**config.mk**
```make
export PLATFORM = sky130hd
export DESIGN_NAME = pll_relock_guard
export DESIGN_NICKNAME = d
export VERILOG_FILES = /design/src/rtl/pll_guard_pkg.sv /design/src/rtl/pll_cfg_reg.sv /design/src/rtl/pll_relock_timer.sv /design/src/rtl/pll_lock_status.sv /design/src/rtl/pll_relock_guard.sv
export SDC_FILE = /design/constraint.sdc
export NUM_CORES = 1
export LEC_CHECK = 0
export ABC_AREA = 1
export BUFFER_PORTS_ARGS = -buffer_cell sky130_fd_sc_hd__buf_2
export CORE_MARGIN = 2
export CORE_UTILIZATION = 30
export DETAILED_ROUTE_END_ITERATION = 12
export REMOVE_ABC_BUFFERS = 1
export SYNTH_ARGS = -nofsm -noshare
export SYNTH_HDL_FRONTEND = slang
export SYNTH_SLANG_ARGS = --single-unit
```
**constraint.sdc**
```tcl
create_clock -name clk -period 4.9 [get_ports clk]
set_input_delay 0.735 -clock clk [delete_from_list [all_inputs] [get_ports clk]]
set_output_delay 0.735 -clock clk [all_outputs]
set_load 0.01 [all_outputs]
```
**src/rtl/pll_guard_pkg.sv**
```systemverilog
package pll_guard_pkg;

  typedef struct packed {
    logic pwrdn;
    logic use_pll;
  } pll_mode_t;

  localparam pll_mode_t MODE_RST = '{pwrdn: 1'b1, use_pll: 1'b0};

endpackage

```
**src/rtl/pll_cfg_reg.sv**
```systemverilog
module pll_cfg_reg
  import pll_guard_pkg::*;
#(
  parameter int unsigned XTAL_W   = 5,
  parameter logic [XTAL_W-1:0] XTAL_RST = '0
) (
  input  logic              clk,
  input  logic              rst_n,
  input  logic              wr_en,
  input  logic [XTAL_W-1:0] wr_xtal,
  input  logic              wr_pwrdn,
  input  logic              wr_use_pll,
  output logic [XTAL_W-1:0] xtal_q,
  output pll_mode_t         mode_q,
  output logic              relock_evt,
  output logic              pwrdn_req
);

  logic [XTAL_W-1:0] xtal_d;
  pll_mode_t         mode_d;
  logic              xtal_changed;
  logic              wake;

  always_comb begin
    xtal_changed = (wr_xtal != xtal_q);
    wake         = mode_q.pwrdn & ~wr_pwrdn;
    relock_evt   = wr_en & (xtal_changed | wake);
    pwrdn_req    = wr_en & wr_pwrdn;
    xtal_d       = xtal_q;
    mode_d       = mode_q;
    if (wr_en) begin
      xtal_d         = wr_xtal;
      mode_d.pwrdn   = wr_pwrdn;
      mode_d.use_pll = wr_use_pll;
    end
  end

  always_ff @(posedge clk or negedge rst_n) begin
    if (!rst_n) begin
      xtal_q <= XTAL_RST;
      mode_q <= MODE_RST;
    end else begin
      xtal_q <= xtal_d;
      mode_q <= mode_d;
    end
  end

endmodule

```
**src/rtl/pll_relock_timer.sv**
```systemverilog
module pll_relock_timer #(
  parameter int unsigned RELOCK_COUNT = 32'h1200,
  localparam int unsigned CNT_W = $clog2(RELOCK_COUNT + 1)
) (
  input  logic clk,
  input  logic rst_n,
  input  logic relock_evt,
  input  logic pwrdn_req,
  input  logic pwrdn_q,
  output logic ready_q,
  output logic lock_evt
);

  localparam logic [CNT_W-1:0] RELOAD = CNT_W'(RELOCK_COUNT);
  localparam logic [CNT_W-1:0] LAST   = CNT_W'(1);

  logic [CNT_W-1:0] cnt_q, cnt_d;
  logic             ready_d;
  logic             cnt_en;

  always_comb begin
    cnt_d    = cnt_q;
    ready_d  = ready_q;
    lock_evt = 1'b0;
    cnt_en   = (cnt_q != '0);
    if (relock_evt) begin
      cnt_d   = RELOAD;
      ready_d = 1'b0;
    end else if (cnt_en) begin
      cnt_d = cnt_q - LAST;
      if (cnt_q == LAST && !pwrdn_q && !pwrdn_req) begin
        ready_d  = 1'b1;
        lock_evt = 1'b1;
      end
    end
    if (pwrdn_req) begin
      ready_d = 1'b0;
    end
  end

  always_ff @(posedge clk or negedge rst_n) begin
    if (!rst_n) begin
      cnt_q   <= '0;
      ready_q <= 1'b0;
    end else begin
      cnt_q   <= cnt_d;
      ready_q <= ready_d;
    end
  end

endmodule

```
**src/rtl/pll_lock_status.sv**
```systemverilog
module pll_lock_status (
  input  logic clk,
  input  logic rst_n,
  input  logic lock_evt,
  input  logic mask_wr_en,
  input  logic mask_wr_data,
  input  logic clr_wr_en,
  input  logic clr_wr_data,
  output logic raw_q,
  output logic mask_q,
  output logic irq
);

  logic raw_d, mask_d, clr;

  always_comb begin
    clr    = clr_wr_en & clr_wr_data;
    raw_d  = lock_evt | (raw_q & ~clr);
    mask_d = mask_wr_en ? mask_wr_data : mask_q;
    irq    = raw_q & mask_q;
  end

  always_ff @(posedge clk or negedge rst_n) begin
    if (!rst_n) begin
      raw_q  <= 1'b0;
      mask_q <= 1'b0;
    end else begin
      raw_q  <= raw_d;
      mask_q <= mask_d;
    end
  end

endmodule

```
**src/rtl/pll_relock_guard.sv**
```systemverilog
module pll_relock_guard
  import pll_guard_pkg::*;
#(
  parameter int unsigned XTAL_W       = 5,
  parameter logic [XTAL_W-1:0] XTAL_RST = '0,
  parameter int unsigned RELOCK_COUNT = 32'h1200
) (
  input  logic              clk,
  input  logic              rst_n,
  input  logic              cfg_wr_en,
  input  logic [XTAL_W-1:0] cfg_wr_xtal,
  input  logic              cfg_wr_pwrdn,
  input  logic              cfg_wr_use_pll,
  input  logic              mask_wr_en,
  input  logic              mask_wr_data,
  input  logic              clr_wr_en,
  input  logic              clr_wr_data,
  output logic [XTAL_W-1:0] xtal_o,
  output logic              pwrdn_o,
  output logic              pll_ready_o,
  output logic              sel_pll_o,
  output logic              lock_raw_o,
  output logic              lock_mask_o,
  output logic              irq_o
);

  pll_mode_t mode_q;
  logic      relock_evt, pwrdn_req, ready_q, lock_evt;

  pll_cfg_reg #(.XTAL_W(XTAL_W), .XTAL_RST(XTAL_RST)) cfg_i (
    .clk        (clk),
    .rst_n      (rst_n),
    .wr_en      (cfg_wr_en),
    .wr_xtal    (cfg_wr_xtal),
    .wr_pwrdn   (cfg_wr_pwrdn),
    .wr_use_pll (cfg_wr_use_pll),
    .xtal_q     (xtal_o),
    .mode_q     (mode_q),
    .relock_evt (relock_evt),
    .pwrdn_req  (pwrdn_req)
  );

  pll_relock_timer #(.RELOCK_COUNT(RELOCK_COUNT)) timer_i (
    .clk        (clk),
    .rst_n      (rst_n),
    .relock_evt (relock_evt),
    .pwrdn_req  (pwrdn_req),
    .pwrdn_q    (mode_q.pwrdn),
    .ready_q    (ready_q),
    .lock_evt   (lock_evt)
  );

  pll_lock_status status_i (
    .clk          (clk),
    .rst_n        (rst_n),
    .lock_evt     (lock_evt),
    .mask_wr_en   (mask_wr_en),
    .mask_wr_data (mask_wr_data),
    .clr_wr_en    (clr_wr_en),
    .clr_wr_data  (clr_wr_data),
    .raw_q        (lock_raw_o),
    .mask_q       (lock_mask_o),
    .irq          (irq_o)
  );

  assign pwrdn_o     = mode_q.pwrdn;
  assign pll_ready_o = ready_q;
  assign sel_pll_o   = mode_q.use_pll & ready_q;

endmodule

```
Word level (Yosys, flattened, before mapping)
Cells that the tools add are included.

storage, ports and cells
  bits in registers = 23
  input port bits = 14
  output and inout bits = 11
  word-level logic and storage cells = 39

operators by class
  add/subtract/negate cells = 1
  equality and inequality tests = 2
  muxes and demuxes = 9
  bitwise logic cells = 11
  reductions and logical operators = 9

operator list
  operator               number
  $mux 13                2
  $eq 13x1->1 const B    1
  $reduce_bool 13->1     1
  $sub 13x1->13 const B  1
  $and 1x1->1            7
  $mux 1                 7
  $reduce_bool 3->1      2
  $ne 5x5->1             1
  $logic_and 1x1->1      2
  $logic_not 1->1        2
  $not 1->1              2
  $or 1x1->1             2
  $reduce_and 2->1       1
  $reduce_bool 2->1      1

Depth between registers and ports, before layout
Gate-level depths: netlist of run 1.

  depth after elaboration = 7
  gate-level depth with buffers = 10
  depth with buffers taken out = 9

By module
From an unflattened synthesis of run 1, not the netlist that was laid out.

unflattened totals
  cells, all modules = 185
  area total of the unflattened synthesis = 1326.3 sq um

modules (own cells, without submodules)
  module            times used  cells an instance  area an instance (sq um)
  pll_relock_timer  1           118                862.1
  pll_cfg_reg       1           54                 371.6
  pll_lock_status   1           11                 85.1
  pll_relock_guard  1           2                  7.5

Least setup slack after synthesis of run 1
OpenSTA, ideal clock, no wires.

  path type = input port to flip-flop
  from = in cfg_wr_xtal[1]
  to = reg timer_i.cnt_q[12]
  library setup time = 133 ps
  arrival = 1426 ps
  slack = 3341 ps
  stages = 7
  path buffers = 1
  cell sequence = inv_1 > nor2_1 > nor3_1 > nand2_1 > nand2_1 > buf_2 > o211ai_1

on the way
  word-level cells in the longest chain between the ends = 4
  elaborated cells on any way between the ends = 5

ends and longest elaborated chain
  item                                                 line                    source
  start, declared                                      pll_relock_guard.sv:11  input logic [XTAL_W-1:0] cfg_wr_xtal,
  $ne 5x5->1 *                                         pll_cfg_reg.sv:25       xtal_changed = (wr_xtal != xtal_q);
  $or 1x1->1 *                                         pll_cfg_reg.sv:27       relock_evt = wr_en & (xtal_changed | wake);
  $and 1x1->1 *                                        pll_cfg_reg.sv:27
  $mux 13 / $reduce_bool 2->1 (equally long branches)  --
  end signal, assigned                                 pll_relock_timer.sv:46  cnt_q <= cnt_d;
  end, declared                                        pll_relock_timer.sv:17  logic [CNT_W-1:0] cnt_q, cnt_d;

Every way passes the cells marked *; elsewhere a longest branch is shown, timed or not.
A chain may end at the register's enable or synchronous reset.

Worst setup path in the final report of run 1
  from = reg timer_i.cnt_q[0]
  to = reg timer_i.cnt_q[12]

on the way
  word-level cells in the longest chain between the ends = 3
  elaborated cells on any way between the ends = 5

ends and longest elaborated chain
  item           line                    source
  $sub 13x1->13  pll_relock_timer.sv:30  cnt_d = cnt_q - LAST;
  $mux 13        pll_relock_timer.sv:29  end else if (cnt_en) begin
  $mux 13        pll_relock_timer.sv:26  if (relock_evt) begin

Several ways; a longest one is shown, not always the timed one. The select of a mux whose other input is x is not followed.

==> results.cfg, run 1 <==
[placement]
numPortBuffers = 24
dp_hpwl_um = 1990
pre_cts_ws_ps = 2940
place_congestion = 0.814

[sta]
fin_setup_tns_ps = 0
tightest_slew_ps = 518
finalCritPeriodShare_pct = 35.1
slew_headroom_pct = 65.4
grt_setup_unrepaired = false
setup_viol = 0
slew_viol_final = 0
min_period_ps = 1720
whs_ps = 428
skew_ps = 11.5
fin_ws_ps = 3180
max_clock_freq_ghz = 0.582
hold_violations = 0

[synthesis]
synth_edf_count = 0
syn_area_per_cell_um2 = 7.38
synth-async-reset-ratio_pct = 100
syn_inst = 180
ys_seq_elements = 23
synth-seq-area-share_pct = 43.4
syn_area_um2 = 1330
synth_flop_cell = dfrtp_1
synth_cell_types = 24
ys.warnings.count = 0

[clock_tree]
cts_root_buf = clkbuf_8
post_cts.repair.setup_buffers = 0
cts_max_level = 1
cts_tree = done
clk_pin_slew_ps = 90
cts.sink_count = 23
holdBufCountCts = 0
clk_latency_ps = 270
cts_buffer_depth = 2
postCtsResizedCells = 0
cts_made_buffers = 3

[critical_path]
cp_common_cell = inv_1
cpPeakStageDelay_ps = 420
crit_arrival_ps = 1850
endpoint_kind = flip-flop
start_kind = flip-flop
crit_fanout = 6
cp.required_ps = 5030
cp_slowest_cell = dfrtp_1
path_cells = inv_1, ha_1, inv_1, nor3_1, nand2_1, o21ai_0, o211ai_1
path_class = flip-flop to flip-flop
r2r_cells = 7

[detailed_routing]
dr.pass1.iters = 4
drcViolationCount = 0
vias = 1163
drt_iter0_drc = 56
wl_um = 2660
antenna_left = 0
wire_per_inst_um = 10.4
viasPerCell = 4.53

[floorplanning]
io-pin-count = 25
initial_utilization_pct = 30.9
dieArea_um2 = 4970
die_w_um = 70.5
dieHeight_um = 70.5
std_cell_rows = 24
core_area_um2 = 4290

[global_route]
antenna_found_initial = 0
grt_max_degree = 24
global_route.usage.total_pct = 11.8
overflow = 0
grt_pass1_vias = 1099
grt_first_pass_wirelength_um = 4770

[job]
cap_violations = 0

[outcome]
status = finished clean

[final_layout]
nets = 223
fin_util_pct = 35.8
layout-drive-gt1-share_pct = 19.0
antenna_cells = 0
areaGrowthSynthToFinish_pct = 15.9

[pwr]
p_total_mw = 0.531
ir_worst_vdd_mv = 0.102
power_per_cell_area_nw_per_um2 = 345
p_leak_nw = 0.871

[worst_hold_path]
hp-class = input pin to asynchronous set/reset pin
-- where the power goes --
group          leakage [nW]  switching (mW)  internal [mW]
Sequential            0.286          0.0282          0.216
Combinational         0.560           0.102         0.0634
Clock                0.0255          0.0638         0.0568
-- Yosys cell counts (2+ instances only) --
master,number,area [um2]
o21ai_0,9,45.0
nand3b_1,4,30.0
nor3_1,3,15.0
mux2_2,2,22.5
nor2_1,24,90.1
nand2_1,52,195
ha_1,3,37.5
a21oi_1,5,25.0
xor2_1,2,17.5
nand2_2,2,12.5
nand4_1,2,12.5
nand3_1,9,45.0
nor2_2,3,18.8
dfrtp_1,22,551
inv_1,29,109
-- worst max-delay path, delay by kind of cell (launching register included) --
family | cells | cell delay (ps)
flops | 1 | 420
buf+inv | 2 | 220
simple gates | 2 | 400
compound gates | 2 | 270
fa+ha+maj | 1 | 270
-- area by class of cell --
type,count,area [um2]
Fill cell,477,2760
Multi-Input combinational cell,125,622
Sequential cell,23,577
Timing Repair Buffer,24,120
Inverter,29,109
Tap cell,52,65.1
Clock buffer,3,41.3
Clock inverter,1,5.00
-- routing by layer --
layer / vias up / GRT usage [%] / wire length [um]
met5: - / 0 / 0
met4: 0 / 4.70 / 81
li1: 596 / - / -
met2: 33 / 19.0 / 1170
met3: 10 / 1.88 / 143
met1: 524 / 15.8 / 1260
-- flip-flops by register name, indices dropped and copies added (netlist names) --
signal / cells
timer_i.ready_q: 1
timer_i.cnt_q: 13
cfg_i.xtal_q: 5
cfg_i.mode_q: 2
status_i.raw_q: 1
status_i.mask_q: 1
-- layout by cell type (no fill, tap or decap), drive strengths merged, types with 3 or more instances in the layout --
cell type,count
nor3,3
a21oi,5
nand3,9
nand2,55
nand3b,4
ha,3
inv,29
o21ai,9
nor2,28
xor2,3
buf,24
dfrtp,22
clkbuf,3
-- logic make-up (layout without fill, tap and decap cells) --
| kind of cell | count (synthesis) | in the layout | share of synthesized area [%] |
|---|---|---|---|
| buf+inv | 32 | 57 | 9.71 |
| flops | 23 | 23 | 43.5 |
| simple gates | 101 | 101 | 33.3 |
| mux | 2 | 2 | 1.70 |
| fa+ha+maj | 3 | 3 | 2.83 |
| compound gates | 15 | 15 | 5.84 |
| xor+xnor | 4 | 4 | 3.21 |
-- metrics by stage --
step           area, um2  std cells
2_1_floorplan       1310        177
3_3_place_gp        1490        253
3_5_place_dp        1490        253
4_1_cts             1540        257
5_1_grt             1540        257
6_report            1540        257
-- worst paths after layout --
check                                 start           endpoint  slack, ps
hold reg to reg             cfg_i.mode_q[1]    cfg_i.mode_q[1]        500
max in group asynchronous             rst_n    cfg_i.mode_q[1]       4110
hold / removal                        rst_n    cfg_i.mode_q[0]        430
setup / recovery           timer_i.cnt_q[0]  timer_i.cnt_q[12]       3180
min in group clk            cfg_i.mode_q[1]    cfg_i.mode_q[1]        500
setup reg to reg           timer_i.cnt_q[0]  timer_i.cnt_q[12]       3180
No activity file was read; power rests on OpenSTA's default activity.
==> inputs of run 2 (changes only) <==
- clock period: 4.9 -> 1.8 ns (I/O delays scaled with it)
==> results.cfg, run 2 (same netlist as run 1, synthesis figures left out) <==
[pwr]
ir_worst_vdd_mv = 0.314
p_leak_nw = 0.882
power_per_cell_area_nw_per_um2 = 924
p_total_mw = 1.44

[floorplanning]
std_cell_rows = 24
dieArea_um2 = 4970
die_w_um = 70.5
core_area_um2 = 4290
dieHeight_um = 70.5
initial_utilization_pct = 30.9
io-pin-count = 25

[sta]
finalCritPeriodShare_pct = 86.6
min_period_ps = 1560
whs_ps = 235
skew_ps = 1.97
slew_viol_final = 0
max_clock_freq_ghz = 0.641
hold_violations = 0
fin_ws_ps = 240
setup_viol = 0
tightest_slew_ps = 534
fin_setup_tns_ps = 0
grt_setup_unrepaired = false
slew_headroom_pct = 64.4

[critical_path]
critical_path_buf_inv_count = 2
path_cells = inv_1, ha_1, inv_1, nor3_1, nand2_1, o21ai_0, o211ai_1
cp_slowest_cell = dfrtp_1
cp_top_family = flip-flops
cp.required_ps = 1920
crit_arrival_ps = 1680
path_class = flip-flop to flip-flop
crit_fanout = 6
cp_common_cell = inv_1
cpPeakStageDelay_ps = 420
start_kind = flip-flop
endpoint_kind = flip-flop

[clock_tree]
post_cts.repair.setup_buffers = 0
cts_tree = done
cts_made_buffers = 3
clk_pin_slew_ps = 80
postCtsResizedCells = 0
cts_max_level = 1
cts.sink_count = 23
cts_buffer_depth = 2
cts_root_buf = clkbuf_8
clk_latency_ps = 270

[detailed_routing]
drcViolationCount = 0
antenna_left = 0
wl_um = 2650
drt_iter0_drc = 36
vias = 1128
wire_per_inst_um = 10.2
dr.pass1.iters = 4
viasPerCell = 4.34

[job]
cap_violations = 0

[placement]
place_congestion = 0.836
pre_cts_ws_ps = 239
numPortBuffers = 24
dp_hpwl_um = 1980
placed_area_um2 = 1510

[final_layout]
layout_common_cells = nand2_1 (52), inv_1 (29), nor2_1 (24), buf_2 (24), dfrtp_1 (22)
areaGrowthSynthToFinish_pct = 17.7
regMostFlops = timer_i.cnt_q
largestRegisters = timer_i.cnt_q: 13 flops, cfg_i.xtal_q: 5 flops, cfg_i.mode_q: 2 flops
final_common_cell = nand2_1
layout-drive-gt1-share_pct = 19.2
nets = 226
largest_reg_flops = 13
post-route-cell-area_um2 = 1560
antenna_cells = 0
fillers = 453

[global_route]
antenna_found_initial = 0
grt_max_degree = 24
global_route.usage.total_pct = 11.3
grt_first_pass_wirelength_um = 4550
grt_pass1_vias = 1076
overflow = 0

[outcome]
status = finished clean

[worst_hold_path]
hp-class = input pin to flip-flop
run 2: cell types whose count changed in the layout (fill, tap and decap cells not counted), sizes merged:
cell / previous run / this run
dlygate4sd3: 0 / 1
clkbuf: 3 / 4
clkinv: 1 / 0
buf: 24 / 26
run 2: worst paths after layout:
path | start | end | slack [ps] | cells past startpoint
max | timer_i.cnt_q[0] | timer_i.cnt_q[12] | 240 | 7
min | cfg_wr_xtal[2] | cfg_i.xtal_q[2] | 230 | 3
max reg2reg | timer_i.cnt_q[0] | timer_i.cnt_q[12] | 240 | 7
min reg2reg | status_i.raw_q | status_i.raw_q | 520 | 2
max in group asynchronous | rst_n | cfg_i.mode_q[1] | 910 | 2
min in group asynchronous | rst_n | cfg_i.xtal_q[3] | 520 | 2
run 2: timing repair:
item,in CTS,in global routing
endpoints found under the setup margin,0,0
endpoints found under the hold margin,22,0
hold buffers,1,0
run 2: metal layers:
layer	global-route usage [%]	wire length [um]
met1	13.7	1360
met2	19.9	1160
met3	1.73	97
met4	4.49	42
met5	0	0
run 2: through the flow:
stage,utilization (%),instances
after floorplan,-,177
after global placement,35.1,255
after detailed placement,35.1,255
after CTS,36.4,260
after global routing,36.4,260
final,36.4,260
run 2: power by group:
part / switching (mW) / total [mW] / internal [mW]
sequential: 0.0743 / 0.664 / 0.589
clock: 0.170 / 0.328 / 0.158
combinational: 0.271 / 0.453 / 0.182
total: 0.515 / 1.44 / 0.930
run 2: final cells by class:
class | instances | area, um2 | share of cell area (%)
tap | 52 | 65.1 | 4.16
multi-input combinational | 125 | 622 | 39.8
sequential | 23 | 577 | 36.9
inverter | 29 | 109 | 6.97
clock buffer | 4 | 45.0 | 2.88
timing repair buffer | 27 | 145 | 9.29
run 2: worst register-to-register path, stage by stage (launching register included):
cell	delay (ps)
dfrtp_1	420
inv_1	90
ha_1	250
inv_1	60
nor3_1	200
nand2_1	130
o21ai_0	160
o211ai_1	100
